`src/rtl/drt_pkg.sv`:
```
`timescale 1ns/1ps
package drt_pkg;

  typedef enum logic [1:0] {
    MODE_RUN    = 2'd0,
    MODE_SETTLE = 2'd1,
    MODE_FLUSH  = 2'd2
  } drt_mode_e;

  localparam logic CPL_OK    = 1'b0;
  localparam logic CPL_ABORT = 1'b1;

endpackage

```
`src/rtl/drt_ring_ptrs.sv`:
```
`timescale 1ns/1ps
module drt_ring_ptrs #(
  parameter int unsigned RING_DEPTH = 16,
  parameter int unsigned CNT_W      = 16,
  localparam int unsigned IDX_W     = $clog2(RING_DEPTH),
  localparam int unsigned NUM_W     = IDX_W + 1
) (
  input  logic             clk,
  input  logic             rst_n,
  input  logic             step_en,
  input  logic             post_en,
  input  logic [NUM_W-1:0] post_num,
  input  logic             resync,
  output logic [IDX_W-1:0] head,
  output logic [IDX_W-1:0] head_nxt,
  output logic [IDX_W-1:0] tail,
  output logic [1:0]       gen,
  output logic [CNT_W-1:0] removed,
  output logic [CNT_W-1:0] added
);

  localparam logic [IDX_W-1:0] LAST_IDX  = IDX_W'(RING_DEPTH - 1);
  localparam logic [NUM_W:0]   DEPTH_EXT = (NUM_W + 1)'(RING_DEPTH);

  logic [IDX_W-1:0] head_q, head_d;
  logic [IDX_W-1:0] tail_q, tail_d;
  logic [1:0]       gen_q, gen_d;
  logic [CNT_W-1:0] removed_q, removed_d;
  logic [CNT_W-1:0] added_q, added_d;

  logic [NUM_W:0]   tail_sum;
  logic [NUM_W:0]   tail_fold;
  logic             tail_wrap;
  logic [IDX_W-1:0] head_step;

  always_comb begin
    head_step = (head_q == LAST_IDX) ? '0 : head_q + 1'b1;
    tail_sum  = {2'b00, tail_q} + {1'b0, post_num};
    tail_wrap = (tail_sum >= DEPTH_EXT);
    tail_fold = tail_wrap ? (tail_sum - DEPTH_EXT) : tail_sum;
  end

  always_comb begin
    head_d    = head_q;
    tail_d    = tail_q;
    gen_d     = gen_q;
    removed_d = removed_q;
    added_d   = added_q;
    if (resync) begin
      head_d    = '0;
      tail_d    = '0;
      gen_d     = '0;
      removed_d = added_q;
    end else begin
      if (step_en) begin
        head_d    = head_step;
        removed_d = removed_q + 1'b1;
      end
      if (post_en) begin
        tail_d  = tail_fold[IDX_W-1:0];
        gen_d   = gen_q + {1'b0, tail_wrap};
        added_d = added_q + CNT_W'(post_num);
      end
    end
  end

  always_ff @(posedge clk or negedge rst_n) begin
    if (!rst_n) begin
      head_q    <= '0;
      tail_q    <= '0;
      gen_q     <= '0;
      removed_q <= '0;
      added_q   <= '0;
    end else begin
      head_q    <= head_d;
      tail_q    <= tail_d;
      gen_q     <= gen_d;
      removed_q <= removed_d;
      added_q   <= added_d;
    end
  end

  assign head     = head_q;
  assign head_nxt = head_step;
  assign tail     = tail_q;
  assign gen      = gen_q;
  assign removed  = removed_q;
  assign added    = added_q;

  AST_HEAD_IN_RING: assert property (@(posedge clk) disable iff (!rst_n)
    head_q <= LAST_IDX);

  AST_REMOVED_MONOTONIC: assert property (@(posedge clk) disable iff (!rst_n)
    !resync |=> (removed_q - $past(removed_q)) <= CNT_W'(1));

endmodule

```
`src/rtl/drt_req_fifo.sv`:
```
`timescale 1ns/1ps
module drt_req_fifo #(
  parameter int unsigned DEPTH = 4,
  parameter int unsigned W     = 8,
  localparam int unsigned AW   = (DEPTH > 1) ? $clog2(DEPTH) : 1
) (
  input  logic         clk,
  input  logic         rst_n,
  input  logic         push,
  input  logic [W-1:0] din,
  input  logic         pop,
  output logic [W-1:0] dout,
  output logic         empty,
  output logic         full
);

  localparam logic [AW-1:0] LAST_SLOT = AW'(DEPTH - 1);
  localparam logic [AW:0]   DEPTH_CNT = (AW + 1)'(DEPTH);

  logic [W-1:0]  mem_q [DEPTH];
  logic [AW-1:0] wr_q, wr_d, rd_q, rd_d;
  logic [AW:0]   cnt_q, cnt_d;

  always_comb begin
    wr_d  = wr_q;
    rd_d  = rd_q;
    cnt_d = cnt_q;
    if (push) wr_d = (wr_q == LAST_SLOT) ? '0 : wr_q + 1'b1;
    if (pop)  rd_d = (rd_q == LAST_SLOT) ? '0 : rd_q + 1'b1;
    if (push && !pop)      cnt_d = cnt_q + 1'b1;
    else if (pop && !push) cnt_d = cnt_q - 1'b1;
  end

  always_ff @(posedge clk or negedge rst_n) begin
    if (!rst_n) begin
      wr_q  <= '0;
      rd_q  <= '0;
      cnt_q <= '0;
    end else begin
      wr_q  <= wr_d;
      rd_q  <= rd_d;
      cnt_q <= cnt_d;
    end
  end

  always_ff @(posedge clk) begin
    if (push) mem_q[wr_q] <= din;
  end

  assign dout  = mem_q[rd_q];
  assign empty = (cnt_q == '0);
  assign full  = (cnt_q == DEPTH_CNT);

  AST_NO_OVERFLOW: assert property (@(posedge clk) disable iff (!rst_n)
    push |-> !full);

  AST_NO_UNDERFLOW: assert property (@(posedge clk) disable iff (!rst_n)
    pop |-> !empty);

endmodule

```
`src/rtl/desc_retire_tracker.sv`:
```
`timescale 1ns/1ps
module desc_retire_tracker
  import drt_pkg::*;
#(
  parameter int unsigned RING_DEPTH = 16,
  parameter int unsigned Q_DEPTH    = 4,
  parameter int unsigned TAG_W      = 4,
  parameter int unsigned CNT_W      = 16,
  localparam int unsigned IDX_W     = $clog2(RING_DEPTH)
) (
  input  logic             clk,
  input  logic             rst_n,
  input  logic             running,
  input  logic [IDX_W-1:0] hw_head,
  input  logic             post_en,
  input  logic [IDX_W:0]   post_num,
  input  logic             req_valid,
  output logic             req_ready,
  input  logic [IDX_W-1:0] req_start,
  input  logic [IDX_W-1:0] req_end,
  input  logic [TAG_W-1:0] req_tag,
  output logic             cpl_valid,
  input  logic             cpl_ready,
  output logic [TAG_W-1:0] cpl_tag,
  output logic [IDX_W-1:0] cpl_start,
  output logic [IDX_W-1:0] cpl_end,
  output logic             cpl_aborted,
  input  logic             clean_req,
  output logic             progress,
  output logic [IDX_W-1:0] sw_head,
  output logic [IDX_W-1:0] sw_tail,
  output logic [1:0]       ring_gen,
  output logic [CNT_W-1:0] removed_cnt,
  output logic [CNT_W-1:0] added_cnt
);

  typedef struct packed {
    logic             dead;
    logic [TAG_W-1:0] tag;
    logic [IDX_W-1:0] first;
    logic [IDX_W-1:0] last;
  } entry_t;

  localparam int unsigned ENT_W = $bits(entry_t);

  drt_mode_e        mode_q, mode_d;
  logic [IDX_W-1:0] settle_q, settle_d;
  logic             wipe_q, wipe_d;
  logic             resync;

  logic             cpl_valid_q, cpl_valid_d;
  logic [TAG_W-1:0] cpl_tag_q;
  logic [IDX_W-1:0] cpl_start_q, cpl_end_q;
  logic             cpl_aborted_q;
  logic             progress_q;

  entry_t           push_ent, front;
  logic [ENT_W-1:0] fifo_dout;
  logic             fifo_empty, fifo_full;
  logic             push, pop;

  logic [IDX_W-1:0] head_cur, head_nxt;
  logic             walking, hit, emit_ok, step, flush_pop, post_ok;

  assign front = entry_t'(fifo_dout);

  // request intake
  always_comb begin
    req_ready      = (mode_q == MODE_RUN) && !fifo_full;
    push           = req_valid && req_ready;
    push_ent.dead  = !running;
    push_ent.tag   = req_tag;
    push_ent.first = running ? req_start : '0;
    push_ent.last  = running ? req_end   : '0;
    post_ok        = post_en && (mode_q == MODE_RUN);
  end

  // retirement walk and queue pop
  always_comb begin
    walking   = ((mode_q == MODE_RUN)    && (head_cur != hw_head)) ||
                ((mode_q == MODE_SETTLE) && (head_cur != settle_q));
    hit       = !fifo_empty && !front.dead && (front.last == head_nxt);
    emit_ok   = !cpl_valid_q || cpl_ready;
    step      = walking && (!hit || emit_ok);
    flush_pop = (mode_q == MODE_FLUSH) && !fifo_empty && emit_ok;
    pop       = (step && hit) || flush_pop;
  end

  // mode sequencing
  always_comb begin
    mode_d   = mode_q;
    settle_d = settle_q;
    wipe_d   = wipe_q;
    resync   = 1'b0;
    unique case (mode_q)
      MODE_RUN: begin
        if (clean_req) begin
          mode_d   = MODE_SETTLE;
          settle_d = hw_head;
          wipe_d   = 1'b1;
        end else if (push && !running) begin
          mode_d = MODE_FLUSH;
          wipe_d = 1'b0;
        end
      end
      MODE_SETTLE: begin
        if (head_cur == settle_q) mode_d = MODE_FLUSH;
      end
      MODE_FLUSH: begin
        if (fifo_empty) begin
          mode_d = MODE_RUN;
          resync = wipe_q;
          wipe_d = 1'b0;
        end
      end
      default: mode_d = MODE_RUN;
    endcase
  end

  always_comb begin
    cpl_valid_d = cpl_valid_q;
    if (pop)            cpl_valid_d = 1'b1;
    else if (cpl_ready) cpl_valid_d = 1'b0;
  end

  always_ff @(posedge clk or negedge rst_n) begin
    if (!rst_n) begin
      mode_q        <= MODE_RUN;
      settle_q      <= '0;
      wipe_q        <= 1'b0;
      cpl_valid_q   <= 1'b0;
      cpl_tag_q     <= '0;
      cpl_start_q   <= '0;
      cpl_end_q     <= '0;
      cpl_aborted_q <= CPL_OK;
      progress_q    <= 1'b0;
    end else begin
      mode_q      <= mode_d;
      settle_q    <= settle_d;
      wipe_q      <= wipe_d;
      cpl_valid_q <= cpl_valid_d;
      progress_q  <= step;
      if (pop) begin
        cpl_tag_q     <= front.tag;
        cpl_start_q   <= front.first;
        cpl_end_q     <= front.last;
        cpl_aborted_q <= (mode_q == MODE_FLUSH) ? CPL_ABORT : CPL_OK;
      end
    end
  end

  drt_ring_ptrs #(
    .RING_DEPTH (RING_DEPTH),
    .CNT_W      (CNT_W)
  ) u_ptrs (
    .clk      (clk),
    .rst_n    (rst_n),
    .step_en  (step),
    .post_en  (post_ok),
    .post_num (post_num),
    .resync   (resync),
    .head     (head_cur),
    .head_nxt (head_nxt),
    .tail     (sw_tail),
    .gen      (ring_gen),
    .removed  (removed_cnt),
    .added    (added_cnt)
  );

  drt_req_fifo #(
    .DEPTH (Q_DEPTH),
    .W     (ENT_W)
  ) u_queue (
    .clk   (clk),
    .rst_n (rst_n),
    .push  (push),
    .din   (push_ent),
    .pop   (pop),
    .dout  (fifo_dout),
    .empty (fifo_empty),
    .full  (fifo_full)
  );

  assign sw_head     = head_cur;
  assign cpl_valid   = cpl_valid_q;
  assign cpl_tag     = cpl_tag_q;
  assign cpl_start   = cpl_start_q;
  assign cpl_end     = cpl_end_q;
  assign cpl_aborted = cpl_aborted_q;
  assign progress    = progress_q;

  AST_CPL_HOLD: assert property (@(posedge clk) disable iff (!rst_n)
    (cpl_valid_q && !cpl_ready) |=>
      (cpl_valid_q && $stable(cpl_tag_q) && $stable(cpl_aborted_q) && $stable(cpl_end_q)));

  AST_PROGRESS_MOVED: assert property (@(posedge clk) disable iff (!rst_n)
    progress_q |-> (head_cur != $past(head_cur)));

  AST_FLUSH_FROZEN_HEAD: assert property (@(posedge clk) disable iff (!rst_n)
    ((mode_q == MODE_FLUSH) && !fifo_empty) |=> $stable(head_cur));

endmodule

```
`config.mk`:
```
export PLATFORM = sky130hd
export DESIGN_NAME = desc_retire_tracker
export DESIGN_NICKNAME = d
export VERILOG_FILES = /design/src/rtl/drt_pkg.sv /design/src/rtl/drt_ring_ptrs.sv /design/src/rtl/drt_req_fifo.sv /design/src/rtl/desc_retire_tracker.sv
export SDC_FILE = /design/constraint.sdc
export NUM_CORES = 1
export LEC_CHECK = 0
export ABC_CLOCK_PERIOD_IN_PS = 4000
export BUFFER_PORTS_ARGS = -buffer_cell sky130_fd_sc_hd__buf_2
export CAP_MARGIN = 15
export CORE_ASPECT_RATIO = 2
export CORE_UTILIZATION = 55
export CTS_CLUSTER_DIAMETER = 200
export CTS_CLUSTER_SIZE = 24
export DETAILED_ROUTE_END_ITERATION = 8
export GPL_TIMING_DRIVEN = 0
export HOLD_SLACK_MARGIN = 0.08
export PLACE_DENSITY_LB_ADDON = 0.15
export SLEW_MARGIN = 0
export SYNTH_ARGS = -nofsm -noshare
export SYNTH_HDL_FRONTEND = slang
export SYNTH_SLANG_ARGS = --single-unit
```
`constraint.sdc`:
```
create_clock -name clk -period 4 [get_ports clk]
set_input_delay 0.4 -clock clk [delete_from_list [all_inputs] [get_ports clk]]
set_output_delay 0.4 -clock clk [all_outputs]
set_load 0.05 [all_outputs]
```
==> results of run 1 <==
[worst max-delay path, delay by kind of cell (launching register included)]
family,cells,cell delay [ns]
and+or+nand+nor,2,0.43
xor gates and xnor gates,1,0.16
adders and majority gates,2,0.63
muxes,2,0.67
buffers and inverters,5,0.96
DFF,1,0.34
AOI/OAI and AO/OA,2,0.40
[sequential cells by signal, indices dropped and copies added, names as in the netlist]
register        count
cpl_aborted         1
cpl_end             4
cpl_start           4
cpl_tag             4
cpl_valid           1
mode_q              2
progress            1
settle_q            4
u_ptrs.added       16
u_ptrs.gen          2
u_ptrs.head         4
u_ptrs.removed     16
u_ptrs.tail         4
u_queue.cnt_q       3
u_queue.mem_q      52
u_queue.rd_q        2
u_queue.wr_q        2
wipe_q              1
[stage by stage]
| step | setup TNS, ns | instance area, um^2 |
|---|---|---|
| 2_1_floorplan | 0 | 5840 |
| 3_3_place_gp | -0.00864 | 6440 |
| 3_5_place_dp | -0.0854 | 6470 |
| 4_1_cts | 0 | 7070 |
| 5_1_grt | 0 | 7080 |
| 6_report | 0 | 7080 |
[kinds of logic after synthesis]
| logic type | Yosys count | share of synthesized area (%) |
|---|---|---|
| multiplexers | 38 | 9.78 |
| adder cells (fa/ha/maj) | 21 | 4.88 |
| XOR/XNOR | 30 | 4.50 |
| AND/OR/NAND/NOR | 157 | 13.5 |
| buffers and inverters | 33 | 2.38 |
| flip-flops | 123 | 57.1 |
| AO/OA/AOI/OAI | 66 | 7.88 |
[cell type report]
type                       instances  share of cell area [%]
clock buffer                      18                    6.06
timing repair buffer              87                    6.57
sequential                       123                    47.1
clock inverter                    14                    2.28
multi-input combinational        312                    33.6
buffer                            18                    1.20
inverter                          15                   0.795
tap                              135                    2.38
[power breakdown]
group / switching, W / internal (W) / leakage [nW] / total, W
Clock: 0.000583 / 0.000931 / 0.290 / 0.00151
Sequential: 0.000279 / 0.00163 / 1.35 / 0.00191
Combinational: 0.00165 / 0.000856 / 1.43 / 0.00251
Total: 0.00251 / 0.00342 / 3.08 / 0.00593
[routing by layer]
layer | vias to the layer above | routed length [um] | global-route usage (%)
met1 | 2095 | 4560 | 25.5
li1 | 1934 | - | -
met3 | 21 | 525 | 6.41
met5 | - | 0 | 0
met2 | 145 | 7760 | 48.8
met4 | 0 | 272 | 13.7
[cells in the mapped netlist, drive strengths merged (12+ instances only)]
library cell	instances	area share (%)
xnor2	17	2.5
and3	12	1.3
inv	15	0.96
dfrtp	71	30
ha	18	3.9
mux2	23	4.4
edfxtp	52	27
nand2	34	2.2
mux4	13	5.0
o21ai	18	1.7
nor2	25	1.6
and2	12	1.3
xor2	13	1.9
nand3	43	3.7
[how the worst max path moves through the flow]
stage | endpoint | slack (ns)
after floorplan | u_queue.cnt_q[1]$_DFFE_PN0P_ | 0.45
after global placement | u_queue.cnt_q[1]$_DFFE_PN0P_ | -0.009
after detailed placement | u_queue.cnt_q[1]$_DFFE_PN0P_ | -0.09
after CTS | u_queue.cnt_q[1]$_DFFE_PN0P_ | 0.09
after global routing | u_queue.cnt_q[1]$_DFFE_PN0P_ | 0.003
final | u_queue.cnt_q[1]$_DFFE_PN0P_ | 0.29
[what timing repair did]
action | in CTS | in global routing
hold endpoints to repair | 19 | 0
cloned | 0 | 0
pin swaps | 0 | 1
hold buffers | 1 | 0
gates resized for setup | 1 | 2
endpoints found under the setup margin | 1 | 2
==> results.tsv, run 1 <==
metric	value	unit
cts.path.max_buffers	2	
area_of_combinational_cells_with_multiple_inputs	0.00238	mm^2
area_growth	21.2	%
clock_latency	0.41	ns
pwr_density_cell	838	mW/mm^2
worstReg2RegStart	u_queue.rd_q[1]$_DFFE_PN0P_	
setup_repair_after_global_routing_missed_its_margin	no	
worst_pin_slew	0.739	ns
design.final.nets	623	
port_buffers	85	
reg2reg_depth	14	
total_power	0.00593	W
postLayoutSetupSlackWorst	0.291	ns
final_period_minus_worst_setup_slack	3.71	ns
run_status	completed	
viasPerCell	5.81	
globalRouteOverflowTotal	0	
chipHeight	148	um
place_hpwl	9510	um
start_util	57.2	%
placement_rows	52	
regToRegEndpoint	u_queue.cnt_q[1]$_DFFE_PN0P_	
num_antenna_cells	0	
grt_antenna_before_repair	0	
synth_seq_cells	123	
worst-setup-path-type	flip-flop to flip-flop	
layout-drive-gt1-share	26.6	%
synthCells	468	
proportion_of_register_bits_with_asynchronous_set_or_reset_after_synthesis	57.7	%
critical_path.slowest_cell	fa_1	
utilization	69.3	%
yosysSeqAreaShare	57.1	%
grt_start_max_net_pins	53	
max-vdd-ir-drop	0.637	mV
worst_ep_required_time	4.29	ns
detailed_route_drc_error_count	0	
setup.worst_path.end_class	flip-flop	
route.final.wire_length	13100	um
postCtsSetupBuffers	0	
max-slew-margin-rel	50.7	%
clk_transition_reported_paths	0.06	ns
dp_cells	689	
core_area	0.0102	mm^2
timing.hold.ws	0.214	ns
p_leak	3.08	nW
timing.hold.worst_endpoint	u_queue.mem_q[1][9]$_DFFE_PP_	
cp.arrival	4.00	ns
cp_cell_sequence	buf_2 > buf_2 > mux4_2 > xor2_1 > nor3_1 > a21oi_1 > nand4b_1 > a21oi_4 > clkbuf_4 > inv_1 > ha_1 > inv_1 > fa_1 > mux2_2	
clkSinkCount	123	
worst_hold_path.num_cells	1	
most_common_cell_after_layout_fill_and_taps_aside	buf_2	
post_synth_num_cell_types	59	
cts_inserted_buffers	17	
vias	4195	
cpPeakStageDelay	0.41	ns
synth_area	0.00584	mm^2
timing.hold.worst.class	primary input to flip-flop	
die_x	74.9	um
cts.htree.levels	4	
critical_path_peak_fanout	10	
synth-warning-count	0	
synth-main-ff-cell	dfrtp_1	
finalCritPeriodShare	92.7	%
finalWeightedCongestion	0.845	
drv.max_cap_violation_count	0	
max_freq	270	MHz
fillerInstances	746	
grt_first_pass_wirelength	21200	um
register_area	0.00334	mm^2
final_max_slew_viol_count	0	
drtIter0Drc	229	
routedWlPerCell	18.2	um
die_area	0.0111	mm^2
worstSetupStartpoint	u_queue.rd_q[1]$_DFFE_PN0P_	
postRouteAntennaNets	0	
skew	0.00979	ns
synth.avg_cell_area	12.5	um^2
grt_use_total	26.4	%
place_worst_setup_slack	-0.0854	ns
synth_edf_count	52	
drt_first_pass_iters	5	
syn_nets	517	
via_count_of_the_first_global_routing_pass	4461	
critPathLaunchType	flip-flop	
holdCritStartpoint	req_tag[1]	
layout.cells.non_filler	722	
tritoncts	yes	
regToRegSetupSlack	0.29	ns
final_count_of_hold_timing_violations	0	
ctsRootBufferMaster	clkbuf_16	
setup_viol	0	
final_cell_mix	buf_2 (89), dfrtp_1 (71), edfxtp_1 (52), nand3_1 (43), nand2_1 (34)	
io-pin-count	86	
(Power assumes the default switching activity.)
==> inputs of run 2 (changes only) <==
ABC_AREA = 1   (was unset)
SLEW_MARGIN = unset   (was 0)
==> run 2 against run 1 <==
Clock power rose by 3%. Count of clock-buffer cells in the layout fell by 1. Via count grew 27%.
==> results.tsv, run 2 <==
metric	value	unit	change
core_area	0.0112	mm^2	+9.8%
register_area	0.00334	mm^2	unchanged
ctsRootBufferMaster	clkbuf_16		
final_period_minus_worst_setup_slack	2.74	ns	-0.964 ns
syn_nets	760		+47%
die_x	77.7	um	+3.7%
reg2reg_depth	15		+1
clk_transition_reported_paths	0.06	ns	about the same
placement_rows	55		+5.8%
setup.worst_path.end_class	flip-flop		
vias	5340		+27%
timing.setup.tns	0	ns	unchanged
io-pin-count	86		unchanged
skew	0.0101	ns	+0.000263 ns
drtIter0Drc	257		+12%
yosysSeqAreaShare	53.0	%	-4.1 points
timing.hold.worst.class	primary input to flip-flop		
grt_start_max_net_pins	53		unchanged
max-vdd-ir-drop	0.741	mV	+16%
setup_repair_after_global_routing_missed_its_margin	no		
num_antenna_cells	0		unchanged
detailed_route_drc_error_count	0		unchanged
cp.arrival	3.03	ns	-0.97 ns
clock_latency	0.41	ns	about the same
run_status	completed		
tritoncts	yes		
drt_first_pass_iters	6		+1
critPathLaunchType	flip-flop		
postLayoutSetupSlackWorst	1.26	ns	+0.964 ns
register_containing_the_most_flip_flops_in_the_final_layout	u_queue.mem_q		
p_leak	3.72	nW	+21%
viasPerCell	5.48		-5.7%
worst_hold_path.num_cells	1		unchanged
synth_common_cells	nand2_1 (195), nand3_1 (87), dfrtp_1 (71)		
largest_register_ff_count	52		unchanged
chipHeight	153	um	+3.8%
worst_ep_required_time	4.28	ns	about the same
grt_antenna_before_repair	0		unchanged
max-slew-margin-rel	51.0	%	+0.28 points
post_synth_num_cell_types	38		-36%
synth_top_cell_by_area	dfrtp_1		
synth.top_cells.by_area	dfrtp_1 (28%), edfxtp_1 (25%), nand2_1 (12%)		
yosysMostFrequentCell	nand2_1		
area_of_combinational_cells_with_multiple_inputs	0.00253	mm^2	+6.4%
finalWeightedCongestion	0.867		+2.5%
routedWlPerCell	16.0	um	-12%
synth-main-ff-cell	dfrtp_1		
place_hpwl	11700	um	+23%
cts.htree.levels	4		unchanged
cts_inserted_buffers	17		unchanged
proportion_of_register_bits_with_asynchronous_set_or_reset_after_synthesis	57.7	%	unchanged
drv.max_cap_violation_count	0		unchanged
worst-setup-path-type	flip-flop to flip-flop		
fillerInstances	931		+25%
postRouteAntennaNets	0		unchanged
design.final.nets	869		+39%
regToRegSetupSlack	1.26	ns	+0.96 ns
port_buffers	84		-1.2%
most_common_cell_after_layout_fill_and_taps_aside	nand2_1		
synth_seq_cells	123		unchanged
pwr_density_cell	895	mW/mm^2	+6.8%
final_cell_mix	nand2_1 (195), buf_2 (88), nand3_1 (87), dfrtp_1 (71), inv_1 (70)		
critical_path_peak_fanout	6		-4
via_count_of_the_first_global_routing_pass	5501		+23%
place_worst_setup_slack	1.24	ns	+1.33 ns
max_freq	364	MHz	+35%
grt_first_pass_wirelength	25300	um	+19%
worst_pin_slew	0.732	ns	-0.00696 ns
synthCells	711		+52%
cts.path.max_buffers	2		unchanged
die_area	0.0119	mm^2	+7.6%
start_util	56.1	%	-1.1 points
synth_edf_count	52		unchanged
synth-warning-count	0		unchanged
post_cts_resized	0		-1
layout-drive-gt1-share	18.0	%	-8.6 points
setup_viol	0		unchanged
grt_use_total	27.9	%	+1.5 points
final_count_of_hold_timing_violations	0		unchanged
synth.avg_cell_area	8.86	um^2	-29%
postCtsSetupBuffers	0		unchanged
synth_area	0.00630	mm^2	+7.7%
finalCritPeriodShare	68.6	%	-24 points
route.final.wire_length	15600	um	+19%
area_growth	20.1	%	
clkSinkCount	123		unchanged
final_max_slew_viol_count	0		unchanged
synth_top_cell_area_share	28.2	%	-2.2 points
globalRouteOverflowTotal	0		unchanged
run 2: routing by layer:
metal	up-vias	track usage (%)	wire length, um
li1	2559	-	-
met1	2550	25.9	5430
met2	184	53.6	8850
met3	47	5.55	646
met4	0	17.0	669
met5	-	0	0
run 2: repair_timing:
item	in CTS	in global routing
hold endpoints to repair	19	0
setup endpoints to repair	0	0
hold buffers	1	0
run 2: final cells by class:
type / instances / share of cell area (%)
Tap cell: 142 / 2.35
Clock buffer: 17 / 5.62
Sequential cell: 123 / 44.1
Clock inverter: 15 / 2.32
Timing Repair Buffer: 90 / 6.48
Buffer: 26 / 2.03
Multi-Input combinational cell: 489 / 33.5
Inverter: 73 / 3.62
run 2: worst max-delay path: stages (launching register included):
cell	delay [ns]
dfrtp_1	0.40
clkbuf_2	0.19
xor2_1	0.18
nor2_1	0.11
nand2_1	0.06
nand2_1	0.09
nand2_1	0.14
nand3_1	0.13
nand2_2	0.10
nand2_1	0.18
ha_1	0.18
inv_1	0.07
fa_1	0.38
a21oi_1	0.14
o21ai_0	0.11
xor2_1	0.15
run 2: final timing paths:
path | start | end
hold reg to reg | u_ptrs.gen[1]$_DFFE_PN0P_ | u_ptrs.gen[1]$_DFFE_PN0P_
setup reg to reg | u_ptrs.head[1]$_DFFE_PN0P_ | u_queue.cnt_q[2]$_DFFE_PN0P_
setup / recovery | u_ptrs.head[1]$_DFFE_PN0P_ | u_queue.cnt_q[2]$_DFFE_PN0P_
min in group asynchronous | rst_n | u_ptrs.tail[0]$_DFFE_PN0P_
max in group asynchronous | rst_n | u_ptrs.removed[6]$_DFFE_PN0P_
hold / removal | req_tag[3] | u_queue.mem_q[3][11]$_DFFE_PP_
run 2: metrics by stage:
stage               hold slack [ns]  cell area (um^2)  utilization (%)  total power [W]  std cells
floorplan                     0.104              6300                -          0.00436        711
global placement              0.445              6900             61.5          0.00509        937
CTS                           0.190              7570             67.5          0.00678        975
global route                  0.191              7570             67.5          0.00719        975
detailed placement            0.309              6960             62.0          0.00521        942
finish                        0.199              7570             67.5          0.00677        975
run 2: logic make-up after synthesis:
family,count (synthesis),share of synthesized area (%)
buffers and inverters,99,6.79
xor gates and xnor gates,29,4.03
DFF,123,53.0
adders and majority gates,21,4.53
muxes,4,0.715
AOI/OAI and AO/OA,65,5.58
and+or+nand+nor,370,25.3
run 2: where the power goes:
part	internal [W]	switching (W)	leakage [nW]
logic	0.000929	0.00229	2.05
clock network	0.000941	0.000612	0.293
registers	0.00170	0.000304	1.37
total	0.00357	0.00320	3.72
